`src/rtl/whiten_pkg.sv`:
```
package whiten_pkg;
  parameter int unsigned WHT_W   = 7;
  parameter int unsigned WHT_TAP = 4;
  typedef logic [WHT_W-1:0] wht_state_t;
  localparam wht_state_t WHT_RST_STATE = '1;
endpackage

```
`src/rtl/whiten_rst_sync.sv`:
```
module whiten_rst_sync #(
  parameter int unsigned STAGES = 2
) (
  input  logic clk,
  input  logic rst_n,
  output logic rst_sync_n
);
  logic [STAGES-1:0] sync_q;
  logic [STAGES-1:0] sync_d;

  always_comb begin
    sync_d = {sync_q[STAGES-2:0], 1'b1};
  end

  always_ff @(posedge clk or negedge rst_n) begin
    if (!rst_n) sync_q <= '0;
    else        sync_q <= sync_d;
  end

  assign rst_sync_n = sync_q[STAGES-1];
endmodule

```
`src/rtl/whiten_lfsr.sv`:
```
module whiten_lfsr
  import whiten_pkg::*;
#(
  parameter int unsigned W       = WHT_W,
  parameter int unsigned TAP     = WHT_TAP,
  parameter logic [W-1:0] RST_VAL = '1
) (
  input  logic         clk,
  input  logic         rst_n,
  input  logic [W-1:0] seed_i,
  input  logic         load_i,
  input  logic         adv_i,
  output logic         key_o
);
  logic [W-1:0] state_q;
  logic [W-1:0] base;
  logic [W-1:0] stepped;
  logic [W-1:0] state_d;
  logic         state_en;

  assign base  = load_i ? seed_i : state_q;
  assign key_o = base[W-1];

  for (genvar i = 0; i < W; i++) begin : g_stage
    if (i == 0) begin : g_head
      assign stepped[i] = base[W-1];
    end else if (i == TAP) begin : g_tap
      assign stepped[i] = base[i-1] ^ base[W-1];
    end else begin : g_shift
      assign stepped[i] = base[i-1];
    end
  end

  always_comb begin
    state_en = load_i | adv_i;
    state_d  = adv_i ? stepped : base;
  end

  always_ff @(posedge clk or negedge rst_n) begin
    if (!rst_n)        state_q <= RST_VAL;
    else if (state_en) state_q <= state_d;
  end

  logic armed_q;
  always_ff @(posedge clk or negedge rst_n) begin
    if (!rst_n) armed_q <= 1'b0;
    else        armed_q <= 1'b1;
  end

  // the state holds when there is neither a load nor an advance
  a_r7_hold: assert property (@(posedge clk) disable iff (!rst_n || !armed_q)
    (!load_i && !adv_i) |=> $stable(state_q));
  // a load without an advance leaves exactly the seed in the register
  a_r6_load: assert property (@(posedge clk) disable iff (!rst_n || !armed_q)
    (load_i && !adv_i) |=> (state_q == $past(seed_i)));
  // the head stage takes the old output stage
  a_r4_head: assert property (@(posedge clk) disable iff (!rst_n || !armed_q)
    (adv_i && !load_i) |=> (state_q[0] == $past(state_q[W-1])));
  // the tap stage mixes in the feedback bit
  a_r4_tap: assert property (@(posedge clk) disable iff (!rst_n || !armed_q)
    (adv_i && !load_i) |=> (state_q[TAP] == ($past(state_q[TAP-1]) ^ $past(state_q[W-1]))));
endmodule

```
`src/rtl/whiten_mixer.sv`:
```
module whiten_mixer (
  input  logic clk,
  input  logic rst_n,
  input  logic bit_i,
  input  logic vld_i,
  input  logic en_i,
  input  logic key_i,
  output logic bit_o,
  output logic vld_o
);
  logic bit_q, bit_d;
  logic vld_q;

  always_comb begin
    bit_d = bit_i ^ (en_i & key_i);
  end

  always_ff @(posedge clk or negedge rst_n) begin
    if (!rst_n) begin
      vld_q <= 1'b0;
      bit_q <= 1'b0;
    end else begin
      vld_q <= vld_i;
      if (vld_i) bit_q <= bit_d;
    end
  end

  assign bit_o = bit_q;
  assign vld_o = vld_q;

  logic armed_q;
  always_ff @(posedge clk or negedge rst_n) begin
    if (!rst_n) armed_q <= 1'b0;
    else        armed_q <= 1'b1;
  end

  // the output strobe lags the input strobe by one clock
  a_r2_latency: assert property (@(posedge clk) disable iff (!rst_n || !armed_q)
    vld_o == $past(vld_i));
  // the output bit holds while no bit arrives
  a_r2_hold: assert property (@(posedge clk) disable iff (!rst_n || !armed_q)
    !vld_i |=> $stable(bit_o));
  // a bypassed bit comes out unchanged
  a_r5_bypass: assert property (@(posedge clk) disable iff (!rst_n || !armed_q)
    (vld_i && !en_i) |=> (bit_o == $past(bit_i)));
  // outputs are quiet in reset
  a_r1_reset: assert property (@(posedge clk) !rst_n |-> (!vld_o && !bit_o));
endmodule

```
`src/rtl/packet_whitener.sv`:
```
module packet_whitener
  import whiten_pkg::*;
#(
  parameter int unsigned W         = WHT_W,
  parameter int unsigned TAP       = WHT_TAP,
  parameter int unsigned SYNC_STGS = 2
) (
  input  logic         clk,
  input  logic         rst_n,
  input  logic [W-1:0] seed,
  input  logic         seed_load,
  input  logic         in_bit,
  input  logic         in_vld,
  input  logic         wht_en,
  output logic         out_bit,
  output logic         out_vld
);
  localparam logic [W-1:0] RST_VAL = '1;

  logic rst_int_n;
  logic advance;
  logic key;

  assign advance = in_vld & wht_en;

  whiten_rst_sync #(.STAGES(SYNC_STGS)) u_rst_sync (
    .clk        (clk),
    .rst_n      (rst_n),
    .rst_sync_n (rst_int_n)
  );

  whiten_lfsr #(.W(W), .TAP(TAP), .RST_VAL(RST_VAL)) u_lfsr (
    .clk    (clk),
    .rst_n  (rst_int_n),
    .seed_i (seed),
    .load_i (seed_load),
    .adv_i  (advance),
    .key_o  (key)
  );

  whiten_mixer u_mixer (
    .clk   (clk),
    .rst_n (rst_int_n),
    .bit_i (in_bit),
    .vld_i (in_vld),
    .en_i  (wht_en),
    .key_i (key),
    .bit_o (out_bit),
    .vld_o (out_vld)
  );
endmodule

```
`config.mk`:
```
export PLATFORM = sky130hd
export DESIGN_NAME = packet_whitener
export DESIGN_NICKNAME = d
export VERILOG_FILES = /design/src/rtl/whiten_pkg.sv /design/src/rtl/whiten_rst_sync.sv /design/src/rtl/whiten_lfsr.sv /design/src/rtl/whiten_mixer.sv /design/src/rtl/packet_whitener.sv
export SDC_FILE = /design/constraint.sdc
export NUM_CORES = 1
export LEC_CHECK = 0
export BUFFER_PORTS_ARGS = -buffer_cell sky130_fd_sc_hd__buf_4
export CAP_MARGIN = 15
export CORE_AREA = 2 2 39 41
export CTS_CLUSTER_SIZE = 25
export DETAILED_ROUTE_END_ITERATION = 7
export DIE_AREA = 0 0 41 43
export SLEW_MARGIN = 10
export SYNTH_ARGS = -nofsm -noshare
export SYNTH_HDL_FRONTEND = slang
export SYNTH_SLANG_ARGS = --single-unit
```
`constraint.sdc`:
```
create_clock -name clk -period 0.8 [get_ports clk]
set_input_delay 0.08 -clock clk [delete_from_list [all_inputs] [get_ports clk]]
set_output_delay 0.08 -clock clk [all_outputs]
set_load 0.05 [all_outputs]
```
* Yosys cells after proc, flatten, opt, wreduce, memory -nomap -nowiden
Cells that the tools add are included.
** Word-level totals
- Register bits after elaboration :: 11
- Bits in latches :: 0
- RAM bits :: 0
- ROM bits :: 0
- Input bits :: 13
- Output and inout bits :: 2
- Memories kept :: 0
** Cells by class
- Add/subtract/negate cells :: 0
- Multipliers :: 0
- Div/mod/pow operators :: 0
- Order comparisons :: 0
- Equal/unequal tests :: 0
- Shifts and indexed selects :: 0
- Muxes and demuxes :: 2
- Bitwise operators :: 5
- Reduce and logical (&&, ||, !) cells :: 0
** Operator list (number)
- $mux W7 :: 2
- $and A1 B1 Y1 :: 2
- $xor A1 B1 Y1 :: 2
- $or A1 B1 Y1 :: 1

* Longest topological paths before layout
Gate-level depths: netlist of run 1.
- Depth after elaboration :: 3
- Gate-level depth with buffers :: 4

* By module
Synthesis of run 1 repeated with hierarchy kept, for this count alone.
** Second synthesis, totals
- Cell total of the unflattened synthesis :: 29
- Area, all modules :: 523.0 µm²
** By module, submodules not included
- whiten_lfsr :: instances 1, cells an instance 19, area an instance 385.4 µm²
- whiten_mixer :: instances 1, cells an instance 6, area an instance 77.6 µm²
- whiten_rst_sync :: instances 1, cells an instance 3, area an instance 53.8 µm²
- packet_whitener :: instances 1, cells an instance 1, area an instance 6.3 µm²

* Least setup slack after synthesis of run 1
OpenSTA, ideal clock, no wires.
- Path type :: register -> register
- From :: reg u_lfsr.state_q[6]
- To :: reg u_mixer.bit_q (netlist: u_mixer.bit_o)
- Data arrival time :: 997 ps
- Path slack :: -321 ps
- Stages on the path, launching flop included :: 4
- Path buffers :: 0
- Period minus slack after synthesis :: 1121 ps
- Cells stage by stage :: dfstp_2 mux2_4 and4b_1 a211o_1
** Between the ends
- Cells in the longest elaborated chain, start to end :: 3
** RTL lines
- start: declaration :: line whiten_lfsr.sv:15 : logic [W-1:0] state_q;
- start signal: assignment :: line whiten_lfsr.sv:41 : else if (state_en) state_q <= state_d;
- $mux W7 :: line whiten_lfsr.sv:21 : assign base = load_i ? seed_i : state_q;
- $and A1 B1 Y1 :: line whiten_mixer.sv:15 : bit_d = bit_i ^ (en_i & key_i);
- $xor A1 B1 Y1 :: line whiten_mixer.sv:15
- end signal: assignment :: line whiten_mixer.sv:24 : if (vld_i) bit_q <= bit_d;
- end: declaration :: line whiten_mixer.sv:11 : logic bit_q, bit_d;
No other way between the ends.
A chain may end at the register's enable or synchronous reset.

* Worst setup path after layout of run 1
Same ends and word-level chain as after synthesis.

==> results.json, run 1 <==
{
  "design.final.nets": 74,
  "syn-cell-area_sq_um": 536,
  "areaGrowthSynthToFinish_pct": 36.4,
  "num_vias": 370,
  "pwr-share-clk_pct": 26.6,
  "post_route_cells_drive_above_1_share_pct": 63.3,
  "critPathMaxFanout": 4,
  "worst_setup_path_start_kind": "flip-flop",
  "outcome": "complete, but fails checks",
  "die-area_sq_mm": 0.00176,
  "start_util_pct": 38.7,
  "postSynthRegisterBits": 11,
  "drt-vias-per-instance": 4.87,
  "placeableCoreArea_sq_mm": 0.00138,
  "hp-class": "in -> reg",
  "skew_ps": 0.594,
  "power.sequential.fraction_pct": 51.0,
  "total_switching_power_uw": 342,
  "ir_drop_v": 0.000923,
  "place_inst": 71,
  "max-clock-path-buffers": 2,
  "cts-root-buf": "sky130_fd_sc_hd__clkbuf_4",
  "die_width_um": 41,
  "comb_power_share_pct": 22.4,
  "unrepaired_setup_endpoints_after_global_routing": "true",
  "overflow": 0,
  "total_negative_slack_ps": -1590,
  "final_hold_viol_count": 0,
  "detailedPlace.worstSlack_ps": -364,
  "cpMaxStageDelayCell": "sky130_fd_sc_hd__dfstp_2",
  "ys.warnings.count": 0,
  "final.period_utilization_pct": 146,
  "net_switching_fraction_of_the_power_pct": 24.9,
  "power.leakage_nw": 0.343,
  "critPathMaxStageDelay_ps": 360,
  "critical_path_capture_point_type": "flip-flop",
  "critPathBufInv": 0,
  "n_fill_cell": 130,
  "slew_viol_final": 0,
  "final-instance-count-excl-fill": 76,
  "final-setup-viol-count": 10,
  "dpl.hpwl_um": 890,
  "antenna_found_initial": 0,
  "grt_start_max_net_pins": 10,
  "cts.reportedPaths.clkPinSlew_ps": 70,
  "io_buffer_count": 14,
  "syn-num-nets": 48,
  "route.detailed.drc": 0,
  "first_pass_iters": 2,
  "antenna_cells_inserted": 0,
  "syn_inst": 35,
  "grt_pass1_wl_um": 1840,
  "critical_path.cell_chain": "mux2_4 > and4b_1 > a211o_1",
  "first_global_vias": 425,
  "worst_ep_arrival_time_ps": 1320,
  "routed_wl_um": 1050,
  "syn-mean-instance-area_sq_um": 15.3,
  "netlist-cell-type-count": 18,
  "route.detailed.wl_per_inst_um": 13.9,
  "setup.worst_path.class": "reg -> reg",
  "cp_top_family": "flip-flops",
  "drtIter0Drc": 2,
  "track_usage_pct": 16.3,
  "top_level_ports": 15,
  "clkSinkCount": 11,
  "worst_skew_pair.late_latency_ps": 260,
  "required_time_at_the_worst_slack_endpoint_ps": 950,
  "numCtsBuffers": 3,
  "fmaxAchievable_mhz": 854,
  "setup_ws_ps": -371,
  "die_y_um": 43,
  "final_antenna_net_count": 0,
  "cts.htree.levels": 1,
  "violations": "setup timing",
  "cts_tree": "yes",
  "power_density_mw_per_mm2": 1880,
  "synth.yosys.seq_area_share_pct": 53.0,
  "power_mw": 1.37,
  "row_count": 14,
  "gp_routability_congestion": 0.698,
  "finalWorstPathRequiredPeriod_ps": 1170,
  "power_internal_mw": 1.03,
  "max_cap_viol_count": 0
}
registers in the layout (all words and copies together) (netlist names):
register,flops
u_lfsr.state_q,7
u_mixer.bit_o,1
u_mixer.vld_o,1
u_rst_sync.sync_q,2
kinds of logic (layout without fill, tap and decap cells):
family / after synthesis / after routing / share of synthesized area, %
multiplexers: 9 / 9 / 30.1
AO/OA/AOI/OAI: 6 / 6 / 6.54
AND/OR/NAND/NOR: 5 / 5 / 5.14
XOR/XNOR: 1 / 1 / 1.64
buffers and inverters: 2 / 27 / 2.80
other: 1 / 1 / 0.700
flip-flops: 11 / 11 / 53.0
Yosys cell counts (all sizes together):
library cell  count  area share [%]
xor2              1             1.6
inv               1            0.70
and4b             1             1.9
mux4              4              20
mux2i             3             5.6
o21ai             1            0.93
a211o             1             1.6
dfrtp             4              19
conb              1            0.70
dfstp             7              34
buf               1             2.1
nor2              1            0.70
a31oi             1             1.2
mux2              2             4.9
nand2             3             2.6
a21oi             3             2.8
layer usage:
layer  GRT usage, %  up-vias  wire length [um]
met2           25.6        7               614
li1               -      177                 -
met1           19.1      186               396
met5              0        -                 0
met4           8.00        0                 0
met3           5.24        0                42
final cells by class:
cell class | instances | area [sq um] | area share, %
Sequential cell | 11 | 284 | 38.9
Multi-Input combinational cell | 22 | 221 | 30.3
Timing Repair Buffer | 22 | 175 | 24.0
Clock buffer | 4 | 26.3 | 3.60
Tap cell | 16 | 20.0 | 2.74
Inverter | 1 | 3.75 | 0.514
final timing paths:
path,startpoint,endpoint,slack (ps),depth (start not counted)
setup / recovery,u_lfsr.state_q[6],u_mixer.bit_o,-370,3
hold / removal,in_vld,u_mixer.vld_o,70,2
setup reg to reg,u_lfsr.state_q[6],u_mixer.bit_o,-370,3
hold reg to reg,u_rst_sync.sync_q[1],u_mixer.bit_o,140,0
max in group asynchronous,u_rst_sync.sync_q[1],u_lfsr.state_q[2],360,0
min in group asynchronous,rst_n,u_rst_sync.sync_q[0],130,2
cell usage in the layout (no fill, tap or decap):
cell	instances
sky130_fd_sc_hd__inv_1	1
sky130_fd_sc_hd__clkbuf_1	1
sky130_fd_sc_hd__dfrtp_1	4
sky130_fd_sc_hd__xor2_1	1
sky130_fd_sc_hd__mux4_2	4
sky130_fd_sc_hd__a21oi_1	3
sky130_fd_sc_hd__nor2_1	1
sky130_fd_sc_hd__a211o_1	1
sky130_fd_sc_hd__dlygate4sd3_1	1
sky130_fd_sc_hd__buf_6	2
sky130_fd_sc_hd__and4b_1	1
sky130_fd_sc_hd__nand2_2	1
sky130_fd_sc_hd__mux2i_1	3
sky130_fd_sc_hd__conb_1	1
sky130_fd_sc_hd__a31oi_1	1
sky130_fd_sc_hd__dfstp_2	7
sky130_fd_sc_hd__mux2_4	1
sky130_fd_sc_hd__o21ai_1	1
sky130_fd_sc_hd__mux2_2	1
sky130_fd_sc_hd__buf_4	19
sky130_fd_sc_hd__nand2_1	2
sky130_fd_sc_hd__clkbuf_4	3
timing repair:
| action | 4_1_cts | 5_1_grt |
|---|---|---|
| gates cloned | 0 | 0 |
| setup endpoints to repair | 10 | 10 |
| resized for setup | 6 | 0 |
| hold endpoints to repair | 2 | 0 |
| hold buffers | 1 | 0 |
| pin swaps | 1 | 0 |
| setup buffers | 0 | 0 |
per-stage QoR:
step	instance area (sq um)	utilization, %	hold slack [ps]
2_1_floorplan	536	-	-216
3_3_place_gp	702	50.7	-138
3_5_place_dp	702	50.7	-137
4_1_cts	731	52.8	61.2
5_1_grt	731	52.8	69.6
6_report	731	52.8	68.2
power by group through the flow:
stage / logic, mW / clock network, mW / registers, mW
after floorplan: 0.142 / 0 / 0.726
after global placement: 0.284 / 0 / 0.701
after detailed placement: 0.297 / 0 / 0.709
after CTS: 0.313 / 0.383 / 0.703
after global routing: 0.335 / 0.417 / 0.709
final: 0.308 / 0.366 / 0.702
Note: power is estimated with default switching activity, not from simulation.
==> inputs of run 2 (changes only) <==
- CELL_PAD_IN_SITES_DETAIL_PLACEMENT: unset -> 1
- CELL_PAD_IN_SITES_GLOBAL_PLACEMENT: unset -> 1
- CORE_AREA: 2 2 39 41 -> unset
- CORE_UTILIZATION: unset -> 38
- DIE_AREA: 0 0 41 43 -> unset
- PLACE_DENSITY_LB_ADDON: unset -> 0.1
==> results.json, run 2 (synthesized netlist as in run 1, its figures left out) <==
{
  "outcome": "complete, but fails checks",
  "violations": "setup timing",
  "row_count": 13,
  "cts.reportedPaths.clkPinSlew_ps": 70,
  "worst_setup_path_start_kind": "flip-flop",
  "mostFrequentLayoutCells": "20 x sky130_fd_sc_hd__buf_4, 7 x sky130_fd_sc_hd__dfstp_2, 4 x sky130_fd_sc_hd__mux4_2, 4 x sky130_fd_sc_hd__dfrtp_1",
  "r2r-end": "u_mixer.bit_o",
  "setup.worst_path.class": "reg -> reg",
  "antenna_cells_inserted": 0,
  "power_density_mw_per_mm2": 1910,
  "hold_path.startpoint": "in_vld",
  "place_inst": 70,
  "worst_skew_pair.late_latency_ps": 270,
  "max-clock-path-buffers": 2,
  "stdcell_area_sq_um": 743,
  "required_time_at_the_worst_slack_endpoint_ps": 960,
  "timing.hold.worst_endpoint": "u_mixer.vld_o",
  "final.period_utilization_pct": 147,
  "top_level_ports": 15,
  "design.final.nets": 75,
  "die_y_um": 39.5,
  "pwr-share-clk_pct": 27.3,
  "dpl.hpwl_um": 926,
  "route.detailed.wl_per_inst_um": 16.1,
  "areaGrowthSynthToFinish_pct": 38.8,
  "worst_ep_arrival_time_ps": 1340,
  "met2_wirelength_um": 620,
  "antenna_found_initial": 0,
  "die_width_um": 39.5,
  "route.top_layer_used": "met4",
  "final_hold_viol_count": 0,
  "gp_routability_congestion": 0.696,
  "n_fill_cell": 143,
  "critical_path.reg2reg.startpoint": "u_lfsr.state_q[6]",
  "comb_power_share_pct": 23.1,
  "drtIter0Drc": 2,
  "die-area_sq_mm": 0.00156,
  "first_pass_iters": 4,
  "fmaxAchievable_mhz": 851,
  "timing.reg2reg.worst_path_depth": 3,
  "placeableCoreArea_sq_mm": 0.00130,
  "power.leakage_nw": 0.348,
  "power.sequential.fraction_pct": 49.6,
  "skew_ps": 2.03,
  "cts.htree.levels": 1,
  "largest_reg_flops": 7,
  "route.detailed.drc": 0,
  "total_switching_power_uw": 377,
  "register_with_the_most_flip_flops": "u_lfsr.state_q",
  "setup_ws_ps": -374,
  "regToRegSetupSlack_ps": -370,
  "hp-class": "in -> reg",
  "final-setup-viol-count": 10,
  "num_vias": 399,
  "post_route_cells_drive_above_1_share_pct": 67.2,
  "layout.cells.most_common": "sky130_fd_sc_hd__buf_4",
  "ff_latch_area_sq_um": 284,
  "clkSinkCount": 11,
  "unrepaired_setup_endpoints_after_global_routing": "true",
  "holdPathStages": 2,
  "numCtsBuffers": 3,
  "final-instance-count-excl-fill": 76,
  "largestRegisters": "u_lfsr.state_q (7), u_rst_sync.sync_q (2)",
  "drt-vias-per-instance": 5.25,
  "track_usage_pct": 20.0,
  "routed_wl_um": 1220,
  "net_switching_fraction_of_the_power_pct": 26.5,
  "io_buffer_count": 14,
  "multi_input_area_sq_um": 228,
  "cts_tree": "yes",
  "met3WireLength_um": 52,
  "critPathMaxFanout": 4,
  "grt_start_max_net_pins": 10,
  "max_cap_viol_count": 0,
  "overflow": 0,
  "first_global_vias": 400,
  "final_antenna_net_count": 0,
  "ir_drop_v": 0.000850,
  "cts-root-buf": "sky130_fd_sc_hd__clkbuf_4",
  "placement.cell_area_sq_um": 701,
  "finalWorstPathRequiredPeriod_ps": 1170,
  "total_negative_slack_ps": -1770,
  "start_util_pct": 41.2,
  "detail_route.wirelength.met1_um": 518,
  "slew_viol_final": 0,
  "critical_path_capture_point_type": "flip-flop",
  "power_internal_mw": 1.04,
  "grt_pass1_wl_um": 1840
}
run 2: power groups by stage:
stage          combinational [mW]  clock, mW  sequential [mW]
2_1_floorplan               0.142          0            0.726
3_3_place_gp                0.283          0            0.701
3_5_place_dp                0.300          0            0.710
4_1_cts                     0.312      0.405            0.704
5_1_grt                     0.352      0.438            0.712
6_report                    0.328      0.388            0.705
run 2: worst max path at each step:
stage / start / to
final: u_lfsr.state_q[6] / u_mixer.bit_o
after global routing: u_lfsr.state_q[6] / u_mixer.bit_o
after CTS: u_lfsr.state_q[6] / u_mixer.bit_o
after detailed placement: u_lfsr.state_q[6] / u_mixer.bit_o
after global placement: u_lfsr.state_q[6] / u_mixer.bit_o
after floorplan: u_lfsr.state_q[6] / u_mixer.bit_o
run 2: timing repair:
action | CTS | global route
gates resized for setup | 5 | 3
buffers inserted | 0 | 1
pin swaps | 1 | 0
hold buffers | 1 | 0
setup endpoints to repair | 10 | 10
endpoints found under the hold margin | 2 | 0
run 2: critical path, stage by stage (launching register included):
cell and delay, ps:
sky130_fd_sc_hd__dfstp_2 360, sky130_fd_sc_hd__mux2_4 280, sky130_fd_sc_hd__and4b_1 190, sky130_fd_sc_hd__a211o_1 230
run 2: cell type report:
class / count / area share (%)
clock buffers: 4 / 3.54
flip-flops and latches: 11 / 38.2
multi-input cells: 22 / 30.6
repair buffers: 23 / 24.6
well taps: 15 / 2.53
inverters: 1 / 0.505
run 2: per-layer routing:
metal,GRT usage (%),vias to the layer above
met2,29.9,11
met1,23.1,203
met4,15.5,0
met5,0,-
li1,-,181
met3,6.82,4
run 2: stage by stage:
| step | setup WS, ps | util, % | hold WS [ps] | total power [mW] |
|---|---|---|---|---|
| finish | -374 | 57.1 | 55.3 | 1.42 |
| global route | -413 | 57.1 | 45.5 | 1.50 |
| CTS | -380 | 55.8 | 47.0 | 1.42 |
| detailed placement | -371 | 53.8 | -136 | 1.01 |
| global placement | -314 | 53.8 | -138 | 0.984 |
| floorplan | -321 | - | -216 | 0.868 |
==> inputs of run 3 (changes only) <==
- CORE_UTILIZATION: 38 -> 30
- SLEW_MARGIN: 10 -> 20
- TNS_END_PERCENT: unset -> 50
==> results.json, run 3 (synthesized netlist as in run 1, its figures left out) <==
{
  "outcome": "complete, but fails checks",
  "violations": "setup timing",
  "row_count": 14,
  "num_vias": 393,
  "hp-class": "in -> reg",
  "final_hold_viol_count": 0,
  "first_global_vias": 458,
  "register_with_the_most_flip_flops": "u_lfsr.state_q",
  "overflow": 0,
  "n_fill_cell": 181,
  "cts.htree.levels": 1,
  "skew_ps": 0.763,
  "setup_ws_ps": -363,
  "power_density_mw_per_mm2": 1920,
  "critPathMaxFanout": 4,
  "drtIter0Drc": 2,
  "cts-root-buf": "sky130_fd_sc_hd__clkbuf_4",
  "largestRegisters": "u_lfsr.state_q (7), u_rst_sync.sync_q (2)",
  "antenna_cells_inserted": 0,
  "worst_setup_path_start_kind": "flip-flop",
  "die-area_sq_mm": 0.00196,
  "antenna_found_initial": 0,
  "place_inst": 78,
  "start_util_pct": 33.6,
  "ff_latch_area_sq_um": 284,
  "first_pass_iters": 6,
  "regToRegSetupSlack_ps": -360,
  "multi_input_area_sq_um": 221,
  "clkSinkCount": 11,
  "grt_start_max_net_pins": 10,
  "required_time_at_the_worst_slack_endpoint_ps": 970,
  "max-clock-path-buffers": 2,
  "final_util_pct": 46.2,
  "placeableCoreArea_sq_mm": 0.00159,
  "cts.reportedPaths.clkPinSlew_ps": 70,
  "routed_wl_um": 1220,
  "die_y_um": 44.3,
  "layout.cells.most_common": "sky130_fd_sc_hd__buf_4",
  "cts_tree": "yes",
  "die_width_um": 44.3,
  "top_level_ports": 15,
  "design.final.nets": 73,
  "ir_drop_v": 0.000763,
  "post_cts_setup_bufs": 0,
  "io_buffer_count": 14,
  "areaGrowthSynthToFinish_pct": 37.6,
  "track_usage_pct": 16.1,
  "route.detailed.wl_per_inst_um": 14.7,
  "final-setup-viol-count": 10,
  "largest_reg_flops": 7,
  "finalWorstPathRequiredPeriod_ps": 1160,
  "post_route_cells_drive_above_1_share_pct": 62.7,
  "critical_path_capture_point_type": "flip-flop",
  "fmaxAchievable_mhz": 860,
  "unrepaired_setup_endpoints_after_global_routing": "true",
  "final-instance-count-excl-fill": 83,
  "grt_pass1_wl_um": 2140,
  "drt-vias-per-instance": 4.73,
  "max_cap_viol_count": 0,
  "power.leakage_nw": 0.340,
  "numCtsBuffers": 3,
  "mostFrequentLayoutCells": "17 x sky130_fd_sc_hd__buf_4, 7 x sky130_fd_sc_hd__dfstp_2, 4 x sky130_fd_sc_hd__mux4_2, 4 x sky130_fd_sc_hd__dfrtp_1",
  "gp_routability_congestion": 0.718,
  "final_antenna_net_count": 0,
  "dpl.hpwl_um": 917,
  "worst_ep_arrival_time_ps": 1330,
  "final.period_utilization_pct": 145,
  "setup.worst_path.class": "reg -> reg",
  "worst_skew_pair.late_latency_ps": 280,
  "route.detailed.drc": 0,
  "slew_viol_final": 0
}
-- run 3: cell type report --
class                           instances  share of cell area (%)
Clock buffer                            4                    3.57
Tap cell                               24                    4.07
Sequential cell                        11                    38.5
Timing Repair Buffer                   21                    23.3
Multi-Input combinational cell         22                    30.1
Inverter                                1                   0.509
-- run 3: final timing paths --
kind	start	end	cells after the start
max in group asynchronous	u_rst_sync.sync_q[1]	u_lfsr.state_q[6]	0
min reg2reg	u_rst_sync.sync_q[1]	u_mixer.bit_o	0
max	u_lfsr.state_q[6]	u_mixer.bit_o	3
min	in_vld	u_mixer.vld_o	2
min in group asynchronous	rst_n	u_rst_sync.sync_q[0]	2
max reg2reg	u_lfsr.state_q[6]	u_mixer.bit_o	3
-- run 3: stage by stage --
stage | TNS [ps] | instance area [sq um] | hold slack, ps | worst slack [ps] | total power, mW
after detailed placement | -1640 | 704 | -137 | -344 | 1.00
final | -1630 | 737 | 63.7 | -363 | 1.42
after CTS | -1690 | 733 | 49.5 | -355 | 1.43
after global routing | -2010 | 737 | 46.7 | -383 | 1.50
after floorplan | -1020 | 536 | -216 | -321 | 0.868
after global placement | -1510 | 704 | -138 | -313 | 0.984
-- run 3: routing by layer --
layer | vias up | part of all wire, % | routed length (um) | global-route usage (%)
met4 | 0 | 1.8 | 22 | 7.27
met2 | 6 | 55 | 670 | 26.8
met5 | - | 0 | 0 | 0
li1 | 176 | - | - | -
met1 | 209 | 41 | 501 | 19.0
met3 | 2 | 2.3 | 28 | 4.90
-- run 3: power by group --
part / total (mW) / internal [mW] / switching (mW)
clock network: 0.403 / 0.194 / 0.210
logic: 0.312 / 0.181 / 0.131
registers: 0.703 / 0.660 / 0.0425
total: 1.42 / 1.03 / 0.384
-- run 3: worst max-delay path, cell delays in order (launching register included) --
cell                      delay [ps]
sky130_fd_sc_hd__dfstp_2         360
sky130_fd_sc_hd__mux2_4          290
sky130_fd_sc_hd__and4b_1         190
sky130_fd_sc_hd__a211o_1         220
-- run 3: timing repair --
item,in CTS,in global routing
pin swaps,1,1
setup endpoints to repair,10,10
hold buffers,1,0
resized for setup,6,1
hold endpoints to repair,2,0
